<file path="config.mk">
export PLATFORM = sky130hd
export DESIGN_NAME = txl_bank
export DESIGN_NICKNAME = d
export VERILOG_FILES = /design/src/rtl/txl_pkg.sv /design/src/rtl/txl_silo.sv /design/src/rtl/txl_done_arb.sv /design/src/rtl/txl_bank.sv
export SDC_FILE = /design/constraint.sdc
export NUM_CORES = 2
export LEC_CHECK = 0
export BUFFER_PORTS_ARGS = -buffer_cell sky130_fd_sc_hd__buf_2
export CORE_UTILIZATION = 50
export DETAILED_ROUTE_END_ITERATION = 8
export PLACE_DENSITY = 0.69
export SLEW_MARGIN = 25
export SYNTH_ARGS = -nofsm -noshare
export SYNTH_HDL_FRONTEND = slang
export SYNTH_HIERARCHICAL = 1
export SYNTH_SLANG_ARGS = --single-unit
</file>
<file path="constraint.sdc">
create_clock -name clk -period 3.9 [get_ports clk]
set_clock_uncertainty 0.1 [all_clocks]
set_input_delay 0.195 -clock clk [delete_from_list [all_inputs] [get_ports clk]]
set_output_delay 0.195 -clock clk [all_outputs]
set_load 0.05 [all_outputs]
</file>
<file path="src/rtl/txl_pkg.sv">
package txl_pkg;
  typedef enum logic [1:0] {
    SEL_TBUF = 2'b00,
    SEL_LCTL = 2'b01,
    SEL_DADR = 2'b10,
    SEL_DCNT = 2'b11
  } win_sel_e;

  localparam logic [7:0] LCTL_MASK = 8'h2F;
  localparam int         LCTL_TE   = 0;
  localparam int         LCTL_FLSH = 4;
endpackage

</file>
<file path="src/rtl/txl_silo.sv">
module txl_silo #(
  parameter int DEPTH = 32,
  parameter int DW    = 8,
  localparam int AW   = $clog2(DEPTH),
  localparam int CW   = AW + 1
) (
  input  logic          clk,
  input  logic          rst,
  input  logic          push,
  input  logic [DW-1:0] pdata,
  input  logic          flush,
  input  logic          ready,
  input  logic          en,
  output logic [CW-1:0] count,
  output logic          out_valid,
  output logic [DW-1:0] out_data,
  output logic          drained
);
  logic [DW-1:0] mem [DEPTH];
  logic [AW-1:0] wp, rp;
  logic          do_push, do_pop;

  assign do_push = push && !flush && (count != CW'(DEPTH));
  assign do_pop  = ready && en && !flush && (count != '0);
  assign drained = do_pop && !do_push && (count == CW'(1));

  always_ff @(posedge clk) begin
    if (do_push) mem[wp] <= pdata;
  end

  always_ff @(posedge clk) begin
    if (rst) begin
      wp <= '0; rp <= '0; count <= '0;
      out_valid <= 1'b0; out_data <= '0;
    end else begin
      out_valid <= do_pop;
      if (do_pop) out_data <= mem[rp];
      if (flush) begin
        wp <= '0; rp <= '0; count <= '0;
      end else begin
        if (do_push) wp <= wp + 1'b1;
        if (do_pop)  rp <= rp + 1'b1;
        count <= count + CW'(do_push) - CW'(do_pop);
      end
    end
  end

  AST_CNT_BOUND: assert property (@(posedge clk) disable iff (rst)
    count <= CW'(DEPTH));
  AST_FULL_HOLD: assert property (@(posedge clk) disable iff (rst)
    (count == CW'(DEPTH) && push && !ready && !flush) |=> $stable(count));
  AST_NO_TE_NO_OUT: assert property (@(posedge clk) disable iff (rst)
    !en |=> !out_valid);
  AST_FLUSH_EMPTY: assert property (@(posedge clk) disable iff (rst)
    flush |=> (count == '0));
  AST_PUSH_POP_HOLD: assert property (@(posedge clk) disable iff (rst)
    (push && ready && en && !flush && count != '0 && count != CW'(DEPTH))
      |=> $stable(count));
endmodule

</file>
<file path="src/rtl/txl_done_arb.sv">
module txl_done_arb #(
  parameter int NLINES = 8,
  localparam int LW    = $clog2(NLINES)
) (
  input  logic              clk,
  input  logic              rst,
  input  logic [NLINES-1:0] set,
  input  logic              ack,
  output logic              flag,
  output logic [LW-1:0]     line
);
  logic [NLINES-1:0] pending;
  logic [NLINES-1:0] clr_mask;

  always_comb begin
    line = '0;
    for (int i = NLINES - 1; i >= 0; i--) begin
      if (pending[i]) line = LW'(i);
    end
  end

  assign flag = |pending;

  always_comb begin
    clr_mask = '0;
    if (ack && flag) clr_mask[line] = 1'b1;
  end

  always_ff @(posedge clk) begin
    if (rst) pending <= '0;
    else     pending <= (pending & ~clr_mask) | set;
  end

  AST_SET_FLAGS: assert property (@(posedge clk) disable iff (rst)
    (|set) |=> flag);
  AST_ACK_CLEARS: assert property (@(posedge clk) disable iff (rst)
    (ack && flag && !set[line]) |=> !pending[$past(line)]);
endmodule

</file>
<file path="src/rtl/txl_bank.sv">
module txl_bank
  import txl_pkg::*;
#(
  parameter int NLINES = 8,
  parameter int DEPTH  = 32,
  localparam int LW    = $clog2(NLINES),
  localparam int CW    = $clog2(DEPTH) + 1
) (
  input  logic                clk,
  input  logic                rst,
  input  logic                csr_wr,
  input  logic                csr_rd,
  input  logic                win_wr,
  input  logic                win_rd,
  input  logic [1:0]          be,
  input  logic [15:0]         wdata,
  output logic [15:0]         rdata,
  input  logic [8*NLINES-1:0] rx_modem,
  input  logic                dma_nxm,
  input  logic [NLINES-1:0]   tx_ready,
  output logic [NLINES-1:0]   tx_valid,
  output logic [8*NLINES-1:0] tx_data,
  output logic                tx_irq
);
  logic [4:0]  iad;
  logic        tie;
  logic [7:0]  lctl_q [NLINES];
  logic [7:0]  mctl_q [NLINES];
  logic [15:0] dadr_q [NLINES];
  logic [15:0] dcnt_q [NLINES];
  logic [CW-1:0] cnt_w [NLINES];
  logic [NLINES-1:0] done_set;
  logic        ev_flag;
  logic [LW-1:0] ev_line;
  logic [LW-1:0] ln;
  win_sel_e    sel;
  logic [15:0] csr_word, win_word;

  assign ln  = iad[LW-1:0];
  assign sel = win_sel_e'(iad[4:3]);

  for (genvar i = 0; i < NLINES; i++) begin : g_line
    logic hit;
    assign hit = win_wr && be[0] && (ln == LW'(i));
    txl_silo #(.DEPTH(DEPTH), .DW(8)) u_silo (
      .clk(clk), .rst(rst),
      .push(hit && sel == SEL_TBUF),
      .pdata(wdata[7:0]),
      .flush(hit && sel == SEL_LCTL && wdata[LCTL_FLSH]),
      .ready(tx_ready[i]),
      .en(lctl_q[i][LCTL_TE]),
      .count(cnt_w[i]),
      .out_valid(tx_valid[i]),
      .out_data(tx_data[8*i +: 8]),
      .drained(done_set[i])
    );
  end

  txl_done_arb #(.NLINES(NLINES)) u_arb (
    .clk(clk), .rst(rst), .set(done_set), .ack(csr_rd),
    .flag(ev_flag), .line(ev_line)
  );

  assign tx_irq = ev_flag && tie;

  always_ff @(posedge clk) begin
    if (rst) begin
      iad <= '0;
      tie <= 1'b0;
      for (int i = 0; i < NLINES; i++) begin
        lctl_q[i] <= '0; mctl_q[i] <= '0;
        dadr_q[i] <= '0; dcnt_q[i] <= '0;
      end
    end else begin
      if (csr_wr) begin
        iad <= wdata[4:0];
        tie <= wdata[14];
      end
      if (win_wr) begin
        case (sel)
          SEL_LCTL: begin
            if (be[0]) lctl_q[ln] <= wdata[7:0] & LCTL_MASK;
            if (be[1]) mctl_q[ln] <= wdata[15:8];
          end
          SEL_DADR: begin
            if (be[0]) dadr_q[ln][7:0]  <= wdata[7:0];
            if (be[1]) dadr_q[ln][15:8] <= wdata[15:8];
          end
          SEL_DCNT: begin
            if (be[0]) dcnt_q[ln][7:0]  <= wdata[7:0];
            if (be[1]) dcnt_q[ln][15:8] <= wdata[15:8];
          end
          default: ;
        endcase
      end
    end
  end

  assign csr_word = {ev_flag, tie, dma_nxm, 2'b00, 3'(ev_line), 3'b000, iad};

  always_comb begin
    case (sel)
      SEL_TBUF: win_word = {rx_modem[8*ln +: 8], 8'(cnt_w[ln])};
      SEL_LCTL: win_word = {mctl_q[ln], lctl_q[ln]};
      SEL_DADR: win_word = dadr_q[ln];
      default:  win_word = dcnt_q[ln];
    endcase
  end

  always_ff @(posedge clk) begin
    if (rst)         rdata <= '0;
    else if (csr_rd) rdata <= csr_word;
    else if (win_rd) rdata <= win_word;
  end

  AST_FLUSH_READS_ZERO: assert property (@(posedge clk) disable iff (rst)
    (win_wr && be[0] && sel == SEL_LCTL) |=> !lctl_q[$past(ln)][LCTL_FLSH]);
endmodule

</file>
==> impl_metrics.csv <==
group,metric,value,unit
run_status,outcome,"completed",
synth,synth_cell_type_count,68,
timing,max_freq,269,MHz
synth,synthesis.area,108000,µm²
floorplan,die_h,467,µm
grt,track_usage,23.5,%
synth,yosys.area_share.simple,7.81,%
worst_hold_path,hold_class,"input pin to flop",
worst_hold_path,min_from,"rx_modem[39]",
synth,synth_compound_area_share,4.23,%
routing,drtIter0Drc,5914,
clock_network,cts.sinks,2641,
synth,synth_mux_area_share,13.0,%
grt,grt_pass1_wl,381000,µm
setup_path,cp-end-kind,"flop",
setup_path,cp.arrival,4.41,ns
power_and_ir_drop,power.leakage,39.4,nW
synth,synth-warning-count,6,
final_layout,drive_above_1_share,19.8,%
timing,hold_violations,0,
timing,tns,0,ns
setup_path,startpoint_type,"flop",
synth,post_synth.cell_area_avg,16.9,µm²
synth,synth-seq-area-share,71.1,%
setup_path,timing.reg2reg.setup_slack,0.18,ns
synth,ys_ff_latch,2641,
placement,place_congestion,0.892,
setup_path,reg2reg_from,"iad[1]",
floorplan,num_rows,170,
grt,grt_max_degree,149,
final_layout,layout.nets,6928,
synth,synth_cells,6396,
grt,antenna_found_initial,14,
routing,route.detailed.drc,0,
timing,period_share,95.4,%
synth,synthArstFlopShare,0,%
timing,tightest_slew,1.17,ns
placement,place_inst,9212,
setup_path,reg2reg_to,"g_line[2].u_silo/count[4]",
floorplan,die_w,467,µm
placement,portBuffers,185,
setup_path,crit_path_max_fanout,18,
routing,via_count,58722,
clock_network,ctsHoldBuffers,46,
clock_network,post_cts_buffers,0,
placement,hpwl,163000,µm
routing,drt-pass1-iter-count,6,
final_layout,syn_to_final_growth,12.7,%
power_and_ir_drop,p_per_area,521,nW/µm²
synth,synth_top_family_by_area,"multiplexers",
floorplan,start_util,50.4,%
final_layout,fill_cells,16076,
clock_network,numCtsBuffers,286,
floorplan,die_area,218000,µm²
routing,viasPerCell,6.01,
timing,slew_headroom,21.9,%
floorplan,io_pins,186,
clock_network,clkSlewWorstSetupHoldPaths,0.06,ns
setup_path,critical_path_class,"flop to flop",
setup_path,cp.required,4.59,ns
final_layout,fin_cells,9776,
clock_network,cts_tree,"done",
routing,drt.antenna.violating_nets,0,
worst_hold_path,hold_depth,5,
grt,grt-ovfl-total,0,
synth,yosys.area_share.adder,1.44,%
synth,synth_ff_type,"edfxtp_1",
clock_network,clockBufferDepth,4,
power_and_ir_drop,ir_drop,0.430,mV
routing,totalWireLength,257000,µm
timing,hold_slack,0.0753,ns
clock_network,clk_latency,0.93,ns
synth,synth-xor-area-share,0.582,%
timing,setup_viol,0,
synth,synth-edff-count,2408,
timing,rsz0062_at_grt,"no",
clock_network,cts-root-buf,"clkbuf_16",
floorplan,core,215000,µm²
worst_hold_path,min_to,"rdata[15]",
job,maxCapViolCount,0,
clock_network,cts-resized-gates,0,
clock_network,cts_max_level,5,
grt,grt_pass1_vias,58836,
timing,finalCriticalPeriod,3.72,ns
synth,synth_nets,6613,
setup_path,r2r_cells,14,
routing,routedWlPerCell,26.3,µm
timing,final_max_slew_viol_count,0,
==> synth_stat cells, types with 45 or more instances <==
cell | n | area share, %
and2_1 | 394 | 2.3
clkbuf_1 | 188 | 0.65
ha_1 | 112 | 1.3
o22ai_1 | 67 | 0.39
a22o_1 | 67 | 0.54
nor2_1 | 549 | 1.9
or2_2 | 66 | 0.38
o21ai_0 | 79 | 0.37
a21oi_1 | 68 | 0.31
buf_2 | 91 | 0.42
mux2_2 | 144 | 1.5
a32o_1 | 65 | 0.60
nor2b_1 | 45 | 0.26
nand3_1 | 128 | 0.59
a221oi_1 | 70 | 0.57
dfxtp_1 | 233 | 4.3
or4_1 | 64 | 0.44
nand2_1 | 146 | 0.51
mux2i_1 | 339 | 3.1
inv_1 | 112 | 0.39
a22oi_1 | 94 | 0.65
buf_1 | 45 | 0.16
mux4_2 | 396 | 8.2
edfxtp_1 | 2408 | 67
==> worst max path at each step <==
stage	start	end	slack, ns	cells past startpoint
after detailed placement	iad[1]	g_line[6].u_silo/count[4]	0.30	13
after global placement	iad[1]	g_line[2].u_silo/count[4]	0.36	14
after CTS	iad[1]	g_line[2].u_silo/count[4]	0.20	14
final	iad[1]	g_line[2].u_silo/count[4]	0.18	14
after floorplan	iad[1]	g_line[6].u_silo/count[4]	0.41	17
after global routing	iad[1]	g_line[2].u_silo/count[4]	0.03	14
==> per-stage QoR <==
stage          cell area, µm²  total power [mW]  setup WS (ns)  utilization, %
3_3_place_gp           113000              37.9          0.357            52.4
6_report               122000              63.5          0.178            56.8
2_1_floorplan          108000              36.1          0.409               -
3_5_place_dp           113000              38.1          0.303            52.4
5_1_grt                122000              65.5         0.0305            56.8
4_1_cts                122000              63.9          0.202            56.8
==> area by class of cell <==
| class | instances | area (µm²) | share of cell area, % |
|---|---|---|---|
| multi-input cells | 3296 | 29300 | 24.0 |
| well taps | 2838 | 3550 | 2.91 |
| clock inverters | 120 | 1080 | 0.887 |
| inverters | 113 | 424 | 0.347 |
| flip-flops and latches | 2641 | 77000 | 63.1 |
| repair buffers | 373 | 2800 | 2.29 |
| diodes | 17 | 42.5 | 0.0348 |
| clock buffers | 378 | 7840 | 6.43 |
==> state kept, by name, summed over array words and instances, names as in the netlist, named ones only <==
register,cells
g_line.u_silo/out_data,64
u_arb/pending,8
g_line.u_silo/count,48
g_line.u_silo/wp,40
g_line.u_silo/mem,2048
mctl_q,64
dadr_q,128
g_line.u_silo/out_valid,8
iad,5
g_line.u_silo/rp,40
lctl_q,40
tie,1
dcnt_q,128
rdata,16
==> critical path, cell delays in order, from the launching register on <==
cell and delay [ns]:
dfxtp_2 0.59, nand2b_1 0.15, or2_2 0.35, buf_4 0.19
nor2_1 0.25, and3b_1 0.31, inv_1 0.07, ha_1 0.28
inv_1 0.04, ha_1 0.20, fa_1 0.44, a21oi_1 0.18
o21ai_0 0.15, xnor2_1 0.22, nor2_1 0.06
==> power breakdown <==
part / switching (mW) / internal [mW] / total [mW]
combinational: 3.32 / 2.37 / 5.69
sequential: 0.614 / 31.3 / 31.9
clock: 10.6 / 15.4 / 26.0
==> layer usage <==
| metal | global-route usage [%] | vias up | part of all wire (%) |
|---|---|---|---|
| li1 | - | 25751 | - |
| met1 | 32.6 | 30150 | 41 |
| met2 | 36.8 | 2359 | 47 |
| met3 | 3.68 | 460 | 7.2 |
| met4 | 10.3 | 2 | 4.6 |
| met5 | 0 | - | 0.0035 |
==> cells by family (layout without fill, tap and decap cells) <==
logic type / Yosys count / count (layout)
simple gates: 1600 / 1600
buf+inv: 459 / 984
mux: 884 / 884
xor+xnor: 72 / 72
other cells: 0 / 17
fa+ha+maj: 120 / 120
flops: 2641 / 2641
compound gates: 620 / 620
==> placed cells by master, fill, tap and decap left out, types with 17 or more instances in the layout <==
cell,synthesis,layout
edfxtp_1,2408,2408
nor2_1,549,549
mux4_2,396,396
and2_1,394,394
mux2i_1,339,339
clkbuf_16,0,295
dfxtp_1,233,209
buf_2,91,176
nand2_1,146,146
mux2_2,144,144
nand3_1,128,128
buf_4,3,124
inv_1,112,112
ha_1,112,112
a22oi_1,94,94
o21ai_0,79,79
a221oi_1,70,70
a21oi_1,68,68
clkbuf_1,188,68
o22ai_1,67,67
a22o_1,67,67
or2_2,66,66
a32o_1,65,65
or4_1,64,64
dlygate4sd3_1,0,46
nor2b_1,45,43
clkinv_1,0,42
clkinv_2,0,42
xnor2_1,36,36
xor2_1,36,36
nand3b_1,34,34
o21a_1,29,29
nor3_1,28,27
bufinv_16,0,19
and3b_1,19,19
diode_2,0,17
o211ai_1,17,17
and3_1,17,17
(Power assumes the default switching activity.)
